[src/rtl/aclkgen_pkg.sv]
package aclkgen_pkg;
  localparam int HC_W   = 6;   // ticks per half bit clock, up to 48
  localparam int FC_W   = 5;   // falls per half frame, up to 24
  localparam int MREQ_W = 10;  // master ratio request field
  localparam int BREQ_W = 6;   // bit ratio request field

  // master ratio request -> code, fallback to 256
  function automatic logic [1:0] mcode_from_req(input logic [MREQ_W-1:0] req);
    case (req)
      10'd384: return 2'd1;
      10'd512: return 2'd2;
      10'd768: return 2'd3;
      default: return 2'd0;
    endcase
  endfunction

  function automatic logic breq_legal(input logic [BREQ_W-1:0] req);
    return (req == 6'd16) || (req == 6'd24) || (req == 6'd32) || (req == 6'd48);
  endfunction

  function automatic logic [1:0] bcode_from_req(input logic [BREQ_W-1:0] req);
    case (req)
      6'd24:   return 2'd1;
      6'd32:   return 2'd2;
      6'd48:   return 2'd3;
      default: return 2'd0;
    endcase
  endfunction

  // truncated master/bit ratio: ticks per bit clock half period
  function automatic logic [HC_W-1:0] half_ticks_of(input logic [1:0] mc,
                                                    input logic [1:0] bc);
    case ({mc, bc})
      4'b00_00: return 6'd16;
      4'b00_01: return 6'd10;
      4'b00_10: return 6'd8;
      4'b00_11: return 6'd5;
      4'b01_00: return 6'd24;
      4'b01_01: return 6'd16;
      4'b01_10: return 6'd12;
      4'b01_11: return 6'd8;
      4'b10_00: return 6'd32;
      4'b10_01: return 6'd21;
      4'b10_10: return 6'd16;
      4'b10_11: return 6'd10;
      4'b11_00: return 6'd48;
      4'b11_01: return 6'd32;
      4'b11_10: return 6'd24;
      default:  return 6'd16;
    endcase
  endfunction

  function automatic logic ratio_uneven(input logic [1:0] mc, input logic [1:0] bc);
    return (bc[0] == 1'b1) && (mc[0] == 1'b0);
  endfunction

  // bit clock falling edges per half frame
  function automatic logic [FC_W-1:0] half_falls_of(input logic [1:0] bc);
    case (bc)
      2'd0:    return 5'd8;
      2'd1:    return 5'd12;
      2'd2:    return 5'd16;
      default: return 5'd24;
    endcase
  endfunction
endpackage

[src/rtl/aclkgen_cfg.sv]
module aclkgen_cfg
  import aclkgen_pkg::*;
#(
  parameter int DATA_W = 16,
  parameter int PRE_W  = 8
) (
  input  logic              clk,
  input  logic              rst_n,
  input  logic              we,
  input  logic [1:0]        addr,
  input  logic [DATA_W-1:0] wdata,
  output logic              master_q,
  output logic              cd_out_q,
  output logic [1:0]        mcode_q,
  output logic [1:0]        bcode_q,
  output logic              pre_en_q,
  output logic [PRE_W-1:0]  pre_div_q,
  output logic              restart
);
  localparam logic [1:0] A_CTRL = 2'd0;
  localparam logic [1:0] A_MRAT = 2'd1;
  localparam logic [1:0] A_BRAT = 2'd2;
  localparam logic [1:0] A_PRE  = 2'd3;

  logic [MREQ_W-1:0] mreq;
  logic [BREQ_W-1:0] breq;
  logic              unused_hi;

  assign mreq      = wdata[MREQ_W-1:0];
  assign breq      = wdata[BREQ_W-1:0];
  assign unused_hi = ^wdata[DATA_W-1:MREQ_W];
  assign restart   = we;

  always_ff @(posedge clk or negedge rst_n) begin
    if (!rst_n) begin
      master_q  <= 1'b1;
      cd_out_q  <= 1'b1;
      mcode_q   <= 2'd0;
      bcode_q   <= 2'd2;
      pre_en_q  <= 1'b0;
      pre_div_q <= '0;
    end else if (we) begin
      case (addr)
        A_CTRL: begin
          master_q <= wdata[0];
          cd_out_q <= wdata[1];
        end
        A_MRAT: mcode_q <= mcode_from_req(mreq);
        A_BRAT: if (breq_legal(breq)) bcode_q <= bcode_from_req(breq);
        A_PRE: begin
          pre_en_q  <= wdata[PRE_W];
          pre_div_q <= wdata[PRE_W-1:0];
        end
        default: ;
      endcase
    end
  end
endmodule

[src/rtl/aclkgen_tick.sv]
module aclkgen_tick #(
  parameter int PRE_W = 8
) (
  input  logic             clk,
  input  logic             rst_n,
  input  logic             restart,
  input  logic             cd_out,
  input  logic             pre_en,
  input  logic [PRE_W-1:0] pre_div,
  input  logic             mclk_i,
  output logic             tick,
  output logic             mclk_o
);
  logic [PRE_W-1:0] pre_cnt;
  logic [PRE_W-1:0] pre_lim;
  logic             int_tick;
  logic             ext_tick;
  logic [2:0]       ext_sync;

  assign pre_lim  = pre_en ? pre_div : '0;
  assign int_tick = (pre_cnt == pre_lim);
  assign ext_tick = ext_sync[1] ^ ext_sync[2];
  assign tick     = cd_out ? int_tick : ext_tick;

  always_ff @(posedge clk or negedge rst_n) begin
    if (!rst_n) begin
      pre_cnt <= '0;
      mclk_o  <= 1'b0;
    end else if (restart) begin
      pre_cnt <= '0;
      mclk_o  <= 1'b0;
    end else begin
      pre_cnt <= int_tick ? '0 : pre_cnt + 1'b1;
      if (cd_out && int_tick) mclk_o <= ~mclk_o;
    end
  end

  always_ff @(posedge clk or negedge rst_n) begin
    if (!rst_n) ext_sync <= '0;
    else        ext_sync <= {ext_sync[1:0], mclk_i};
  end
endmodule

[src/rtl/aclkgen_master.sv]
module aclkgen_master
  import aclkgen_pkg::*;
(
  input  logic            clk,
  input  logic            rst_n,
  input  logic            clr,
  input  logic            tick,
  input  logic [HC_W-1:0] half_ticks,
  input  logic [FC_W-1:0] half_falls,
  output logic            bclk,
  output logic            lrclk,
  output logic            fall_stb,
  output logic            frame_stb
);
  logic [HC_W-1:0] hc;
  logic [FC_W-1:0] fc;
  logic            half_done;
  logic            frame_done;

  assign half_done  = (hc == half_ticks - 1'b1);
  assign frame_done = (fc == half_falls - 1'b1);

  always_ff @(posedge clk or negedge rst_n) begin
    if (!rst_n) begin
      hc <= '0; fc <= '0; bclk <= 1'b0; lrclk <= 1'b0;
      fall_stb <= 1'b0; frame_stb <= 1'b0;
    end else if (clr) begin
      hc <= '0; fc <= '0; bclk <= 1'b0; lrclk <= 1'b0;
      fall_stb <= 1'b0; frame_stb <= 1'b0;
    end else begin
      fall_stb  <= 1'b0;
      frame_stb <= 1'b0;
      if (tick) begin
        if (half_done) begin
          hc   <= '0;
          bclk <= ~bclk;
          if (bclk) begin
            fall_stb <= 1'b1;
            if (frame_done) begin
              fc        <= '0;
              lrclk     <= ~lrclk;
              frame_stb <= 1'b1;
            end else begin
              fc <= fc + 1'b1;
            end
          end
        end else begin
          hc <= hc + 1'b1;
        end
      end
    end
  end
endmodule

[src/rtl/aclkgen_slave.sv]
module aclkgen_slave (
  input  logic clk,
  input  logic rst_n,
  input  logic bclk_i,
  input  logic lrclk_i,
  output logic fall_stb,
  output logic frame_stb
);
  logic [2:0] b_sync;
  logic [2:0] l_sync;

  always_ff @(posedge clk or negedge rst_n) begin
    if (!rst_n) begin
      b_sync <= '0;
      l_sync <= '0;
    end else begin
      b_sync <= {b_sync[1:0], bclk_i};
      l_sync <= {l_sync[1:0], lrclk_i};
    end
  end

  assign fall_stb  = b_sync[2] & ~b_sync[1];
  assign frame_stb = l_sync[2] ^ l_sync[1];
endmodule

[src/rtl/audio_clkgen.sv]
module audio_clkgen
  import aclkgen_pkg::*;
#(
  parameter int DATA_W = 16,
  parameter int PRE_W  = 8
) (
  input  logic              clk,
  input  logic              rst_n,
  input  logic              cfg_we,
  input  logic [1:0]        cfg_addr,
  input  logic [DATA_W-1:0] cfg_wdata,
  input  logic              mclk_i,
  output logic              mclk_o,
  output logic              mclk_oe,
  input  logic              bclk_i,
  output logic              bclk_o,
  output logic              bclk_oe,
  input  logic              lrclk_i,
  output logic              lrclk_o,
  output logic              lrclk_oe,
  output logic              bit_fall_stb,
  output logic              frame_stb,
  output logic              ratio_err
);
  logic             master_q, cd_out_q, pre_en_q, restart, tick;
  logic [1:0]       mcode_q, bcode_q;
  logic [PRE_W-1:0] pre_div_q;
  logic [HC_W-1:0]  half_ticks;
  logic [FC_W-1:0]  half_falls;
  logic             m_bclk, m_lrclk, m_fall, m_frame;
  logic             s_fall, s_frame;
  logic             div_clr;

  aclkgen_cfg #(.DATA_W(DATA_W), .PRE_W(PRE_W)) u_cfg (
    .clk(clk), .rst_n(rst_n), .we(cfg_we), .addr(cfg_addr), .wdata(cfg_wdata),
    .master_q(master_q), .cd_out_q(cd_out_q), .mcode_q(mcode_q),
    .bcode_q(bcode_q), .pre_en_q(pre_en_q), .pre_div_q(pre_div_q),
    .restart(restart)
  );

  aclkgen_tick #(.PRE_W(PRE_W)) u_tick (
    .clk(clk), .rst_n(rst_n), .restart(restart), .cd_out(cd_out_q),
    .pre_en(pre_en_q), .pre_div(pre_div_q), .mclk_i(mclk_i),
    .tick(tick), .mclk_o(mclk_o)
  );

  assign half_ticks = half_ticks_of(mcode_q, bcode_q);
  assign half_falls = half_falls_of(bcode_q);
  assign div_clr    = restart | ~master_q;

  aclkgen_master u_master (
    .clk(clk), .rst_n(rst_n), .clr(div_clr), .tick(tick),
    .half_ticks(half_ticks), .half_falls(half_falls),
    .bclk(m_bclk), .lrclk(m_lrclk), .fall_stb(m_fall), .frame_stb(m_frame)
  );

  aclkgen_slave u_slave (
    .clk(clk), .rst_n(rst_n), .bclk_i(bclk_i), .lrclk_i(lrclk_i),
    .fall_stb(s_fall), .frame_stb(s_frame)
  );

  assign mclk_oe      = cd_out_q;
  assign bclk_oe      = master_q;
  assign lrclk_oe     = master_q;
  assign bclk_o       = m_bclk;
  assign lrclk_o      = m_lrclk;
  assign bit_fall_stb = master_q ? m_fall  : s_fall;
  assign frame_stb    = master_q ? m_frame : s_frame;
  assign ratio_err    = ratio_uneven(mcode_q, bcode_q);
endmodule

[config.mk]
export PLATFORM = sky130hd
export DESIGN_NAME = audio_clkgen
export DESIGN_NICKNAME = d
export VERILOG_FILES = /design/src/rtl/aclkgen_pkg.sv /design/src/rtl/aclkgen_cfg.sv /design/src/rtl/aclkgen_tick.sv /design/src/rtl/aclkgen_master.sv /design/src/rtl/aclkgen_slave.sv /design/src/rtl/audio_clkgen.sv
export SDC_FILE = /design/constraint.sdc
export NUM_CORES = 1
export LEC_CHECK = 0
export ABC_AREA = 1
export BUFFER_PORTS_ARGS = -buffer_cell sky130_fd_sc_hd__buf_2
export CAP_MARGIN = 20
export CORE_MARGIN = 5
export CORE_UTILIZATION = 37
export CTS_BUF_LIST = sky130_fd_sc_hd__clkbuf_4 sky130_fd_sc_hd__clkbuf_8
export DETAILED_ROUTE_END_ITERATION = 10
export PLACE_DENSITY = 0.61
export SLEW_MARGIN = 20
export SYNTH_ARGS = -nofsm -noshare
export SYNTH_HDL_FRONTEND = slang
export SYNTH_SLANG_ARGS = --single-unit
export TNS_END_PERCENT = 30
[constraint.sdc]
create_clock -name clk -period 3.2 [get_ports clk]
set_clock_uncertainty 0.05 [all_clocks]
set_input_delay 0.32 -clock clk [delete_from_list [all_inputs] [get_ports clk]]
set_output_delay 0.32 -clock clk [all_outputs]
set_load 0.05 [all_outputs]
# == Word-level counts from Yosys, hierarchy flattened ==
# Memories as Yosys holds them, arrays and structs flattened.
# Cells that the tools add are included.
# word_totals
latchBits,0
input_bits,24
n_memories,1
ff_bits,48
ramBits,0
mem_bits_ro,96
out_inout_bits,9
# classes
bitwise_logic,10
shift,0
reduce_logical,19
n_eq_ne,15
mul,0
n_mux,36
add_sub_neg,5
magnitude_cmp,0
div_mod_pow,0
# memory_table
name,depth,width,rd,rd_ports_with_merged_regs,wr,line_no,text
(no name shown),16,6,1,0,0,aclkgen_pkg.sv:33,"case ({mc, bc})"
# ops
operator,count
5-bit 2-to-1 mux,5
8-bit 2-to-1 mux,3
1-bit 2-to-1 mux,22
"10-bit == test, second input constant",2
6-bit 2-to-1 mux,3
5-bit one-hot mux with 3 select lines,1
"6-bit by 5-bit == test with 1-bit output, second input constant",2
"6-bit == test, second input constant",2
2-bit one-hot mux with 3 select lines,2
"10-bit by 9-bit == test with 1-bit output, second input constant",1
2-bit nonzero test,5
"8-bit by 1-bit adder with 8-bit output, second input constant",1
8-bit == test,1
2-bit AND reduction,4
"6-bit by 1-bit adder with 6-bit output, second input constant",1
"2-bit == test, second input constant",3
6-bit == test,1
1-bit inverter,6
3-bit AND reduction,2
"6-bit by 1-bit subtractor with 6-bit output, second input constant",1
"5-bit by 1-bit adder with 5-bit output, second input constant",1
5-bit == test,1
"5-bit by 1-bit subtractor with 5-bit output, second input constant",1
"2-bit by 1-bit == test with 1-bit output, second input constant",2
other kinds (7),12

# == Logic depth before layout (Yosys ltp) ==
# logic_depth
word_depth,9
ltp_mapped,17

# == Cells and area by module ==
# Synthesis repeated with hierarchy kept, for this count alone.
# hier_totals
cells_unflattened,443
area_unflattened_um2,3198.1
# by_module_without_submodules
module,n_inst,area_each_um2,cells_each
aclkgen_master,1,1169.9,176
aclkgen_tick,1,857.1,122
aclkgen_cfg,1,747.0,86
audio_clkgen,1,247.7,46
aclkgen_slave,1,176.4,13

# == Worst setup path before layout ==
# Ideal clock, no wire load.
# synth_path
path_type,register to register
start,reg u_cfg.bcode_q[1]
end,reg u_master.fc[2]
setup_ns,0.118
path_slack_ns,0.889
path_stages_with_launch,16
t_arrival_ns,2.142
period_less_slack_ns,2.311
t_required_ns,3.032
cell_sequence,dfstp_2 -> inv_1 -> ha_1 -> nand3_2 -> nand2_1 -> inv_2 -> ha_1 -> xnor2_1 -> a21oi_1 -> nand2_1 -> nor2_1 -> nand3_2 -> nand2_4 -> nand2_8 -> nand2_1 -> o21ai_2
# synth_via
elab_chain_cells,9
elab_cells_between_ends,16
cone_classes,2 x add/sub; 4 x eq/ne; 6 x mux; 3 x reduce/logical; 1 x memory
# synth_lines
element,line_no,text
start: declaration,aclkgen_cfg.sv:15,"output logic [1:0] bcode_q,"
start signal: assignment,aclkgen_cfg.sv:49,A_BRAT: if (breq_legal(breq)) bcode_q <= bcode_from_req(breq);
"2-bit == test, or another cell as far along",aclkgen_pkg.sv:59,case (bc)
5-bit one-hot mux with 3 select lines,aclkgen_pkg.sv:59,
5-bit by 1-bit subtractor with 5-bit output,aclkgen_master.sv:21,assign frame_done = (fc == half_falls - 1'b1);
5-bit == test,aclkgen_master.sv:21,
5-bit 2-to-1 mux,aclkgen_master.sv:39,if (frame_done) begin
5-bit 2-to-1 mux,aclkgen_master.sv:37,if (bclk) begin
5-bit 2-to-1 mux,aclkgen_master.sv:34,if (half_done) begin
5-bit 2-to-1 mux,aclkgen_master.sv:33,if (tick) begin
5-bit 2-to-1 mux,aclkgen_master.sv:27,end else if (clr) begin
end signal: assignment,aclkgen_master.sv:44,fc <= fc + 1'b1;
end: declaration,aclkgen_master.sv:16,logic [FC_W-1:0] fc;
# Several ways; a longest one is shown, not always the timed one. The select of a mux whose other input is x is not followed.
# A chain may end at the register's enable or synchronous reset.

# == Worst setup path after layout ==
# layout_path
start,reg u_cfg.bcode_q[1]
end,reg u_master.fc[0]
# The elaborated chain is that of the path after synthesis.

==> flow_summary.toml <==
[placement]
dp_worst_setup_slack_ns = 0.633
dp_hpwl_um = 4110
gp_congestion = 0.781
dp.cells = 461
port_buffers = 26

[global_route]
grt_usage_pct = 13.5
grt_max_degree = 49
grt_pass1_wl_um = 9760
grt_pass1_vias = 2208
antenna_found_initial = 0
grt-ovfl-total = 0

[power_and_ir_drop]
p_per_area_nw_per_um2 = 520
seq_power_share_pct = 44.8
peakVddDrop_mv = 0.260
p_total_mw = 1.60
clkPwrFrac_pct = 30.1
leakage_nw = 1.50
swShare_pct = 33.3
combPwrFrac_pct = 25.2
intPower_mw = 1.06
p_switching_uw = 533

[clock_tree]
clk_pin_slew_ns = 0.09
cts_resized = 0
cts_inserted_buffers = 5
cts_tree = "yes"
insertion_delay_ns = 0.30
htreeDepth = 2
clk_path_buf_depth = 2
cts_root_buf = "clkbuf_8"
clock-sinks = 48
hold_buffers = 0
post_cts_buffers = 0

[floorplanning]
initial_core_util_pct = 37.7
core_sq_um = 7210
die-area_sq_um = 9160
io_pins = 33
rows = 31
dieHeight_um = 95.7
die_w_um = 95.7

[layout]
filler_cell_count = 769
antennaDiodeCount = 0
drive_gt1_share_pct = 16.5
final_cell_mix = "93 x nand2_1, 45 x dfrtp_1, 36 x inv_1"
fin_nets = 402
layout.cells.non_filler = 469
area_growth_pct = 13.2
final_common_cell = "nand2_1"

[timing]
tns_ns = 0
finalSetupViolCount = 0
fin_hold_ws_ns = -0.0278
rsz0062_at_grt = "false"
min_period_over_period_pct = 80.2
setup_slack_ns = 0.632
fin_crit_ns = 2.57
maxSlewViolCount = 0
max_slew_margin_pct = 57.4
fmaxAchievable_mhz = 389
report.final.hold_viol_count = 29
worstMarginPinSlew_ns = 0.634

[job]
drv_cap = 0

[setup_path]
r2r-start = "u_cfg.bcode_q[1]$_DFFE_PN1P_"
path_max_fanout = 10
crit_path_start = "u_cfg.bcode_q[1]$_DFFE_PN1P_"
crit_path_end_kind = "flip-flop"
arrival_ns = 2.71
r2r-end = "u_master.fc[0]$_DFFE_PN0P_"
reg2reg_slack_ns = 0.63
criticalPathCategory = "flip-flop to flip-flop"
cp-start-kind = "flip-flop"
critical_path_required_ns = 3.34
worst-r2r-cell-count = 15

[synth]
yosysWarnings = 0
postSynthCellCount = 341
synth_top_area_share_pct = 41.4
ys_ff_latch = 48
synth_area_leader_cell = "dfrtp_1"
ys_top_cells_by_area = "dfrtp_1 41%, nand2_1 13%, xor2_1 5.2%"
synth.avg_cell_area_sq_um = 7.97
synth.net_count = 374
synth_area_sq_um = 2720
ys_seq_area_share_pct = 44.3
ys_types = 34

[worst_hold_path]
hold_path.class = "primary input to asynchronous set/reset pin"

[status]
status = "complete, but fails checks"
violations = "hold timing"

[detailed_routing]
remaining_drc_errors = 0
via_count = 2203
wl_per_cell_um = 11.5
drt-total-wl_um = 5390
vias_per_cell = 4.70
final_antenna_net_count = 0
dr.pass1.iters = 5
drt_iter0_markers = 82
==> stage by stage <==
stage	area [sq um]	utilization [%]
after floorplan	2720	-
final	3080	42.6
after CTS	3070	42.6
after global routing	3080	42.6
after detailed placement	2950	40.8
after global placement	2950	40.8
==> sequential cells by signal (all words and copies together) (netlist names) <==
register            flops
u_master.bclk           1
u_master.lrclk          1
u_master.frame_stb      1
u_tick.mclk_o           1
u_master.hc             6
u_cfg.pre_div_q         8
u_cfg.pre_en_q          1
u_slave.b_sync          3
u_master.fc             5
u_cfg.cd_out_q          1
u_cfg.master_q          1
u_cfg.bcode_q           2
u_cfg.mcode_q           2
u_master.fall_stb       1
u_slave.l_sync          3
u_tick.pre_cnt          8
u_tick.ext_sync         3
==> worst max-delay path, cell delays in order, from the launching register on <==
cell	delay [ns]
dfstp_2	0.59
inv_1	0.07
ha_1	0.26
nand3_2	0.13
nand2_1	0.09
inv_2	0.06
ha_1	0.23
xnor2_1	0.12
a21oi_1	0.13
nand2_1	0.07
nor2_1	0.13
nand3_2	0.16
nand2_4	0.15
nand2_8	0.09
nand2_1	0.08
o21ai_2	0.05
==> worst max path at each step <==
| stage | endpoint | cells after the start |
|---|---|---|
| after detailed placement | u_master.fc[0]$_DFFE_PN0P_ | 15 |
| after global placement | u_master.fc[1]$_DFFE_PN0P_ | 15 |
| final | u_master.fc[0]$_DFFE_PN0P_ | 15 |
| after CTS | u_master.fc[0]$_DFFE_PN0P_ | 15 |
| after global routing | u_master.fc[1]$_DFFE_PN0P_ | 15 |
| after floorplan | u_master.fc[2]$_DFFE_PN0P_ | 15 |
==> Yosys cell counts <==
library cell  number
o21ai_1            1
buf_4              1
o21ai_0           20
o21ai_2            5
nand3_1           25
dfrtp_1           45
nand4_1            6
ha_1               9
nor2_4             1
nand3_2            4
buf_2              2
dfstp_2            3
clkbuf_1           2
xor2_1            16
nand2_1           93
inv_2              5
o31ai_1            2
nand2_8            1
nor4_1             2
nor2_1            34
or2_2              2
a22o_1             1
a31oi_1            1
o41ai_1            1
a21oi_2            1
nand3b_1           2
nor3_1             3
a21oi_1            4
nand2_4            1
xnor2_1            5
nand2_2            4
inv_1             36
and3_1             2
or2_1              1
==> metal layers <==
metal  vias up  global-route usage [%]  part of all wire (%)
li1       1141                       -                     -
met1      1011                    17.5                    47
met2        41                    22.8                    47
met3        10                    2.03                   3.2
met4         0                    5.33                   2.5
met5         -                       0                     0
==> cell type report <==
| class | count | area (sq um) | area share, % |
|---|---|---|---|
| repair buffers | 26 | 133 | 4.31 |
| flip-flops and latches | 48 | 1200 | 39.2 |
| inverters | 41 | 154 | 5.00 |
| clock buffers | 7 | 96.3 | 3.13 |
| clock inverters | 1 | 30.0 | 0.976 |
| multi-input cells | 247 | 1330 | 43.4 |
| well taps | 99 | 124 | 4.03 |
==> power groups by stage <==
| stage | sequential (mW) | combinational, mW | clock (mW) |
|---|---|---|---|
| final | 0.715 | 0.402 | 0.481 |
| after global routing | 0.725 | 0.465 | 0.509 |
| after CTS | 0.716 | 0.409 | 0.492 |
| after detailed placement | 0.726 | 0.408 | 0 |
| after global placement | 0.723 | 0.400 | 0 |
| after floorplan | 0.749 | 0.282 | 0 |
==> cell families after synthesis <==
kind of cell	count (synthesis)	share of synthesized area, %
simple gates	181	30.2
buf+inv	46	6.58
xor+xnor	21	6.77
compound gates	36	7.97
flops	48	44.3
fa+ha+maj	9	4.14
No activity file was read; power rests on OpenSTA's default activity.
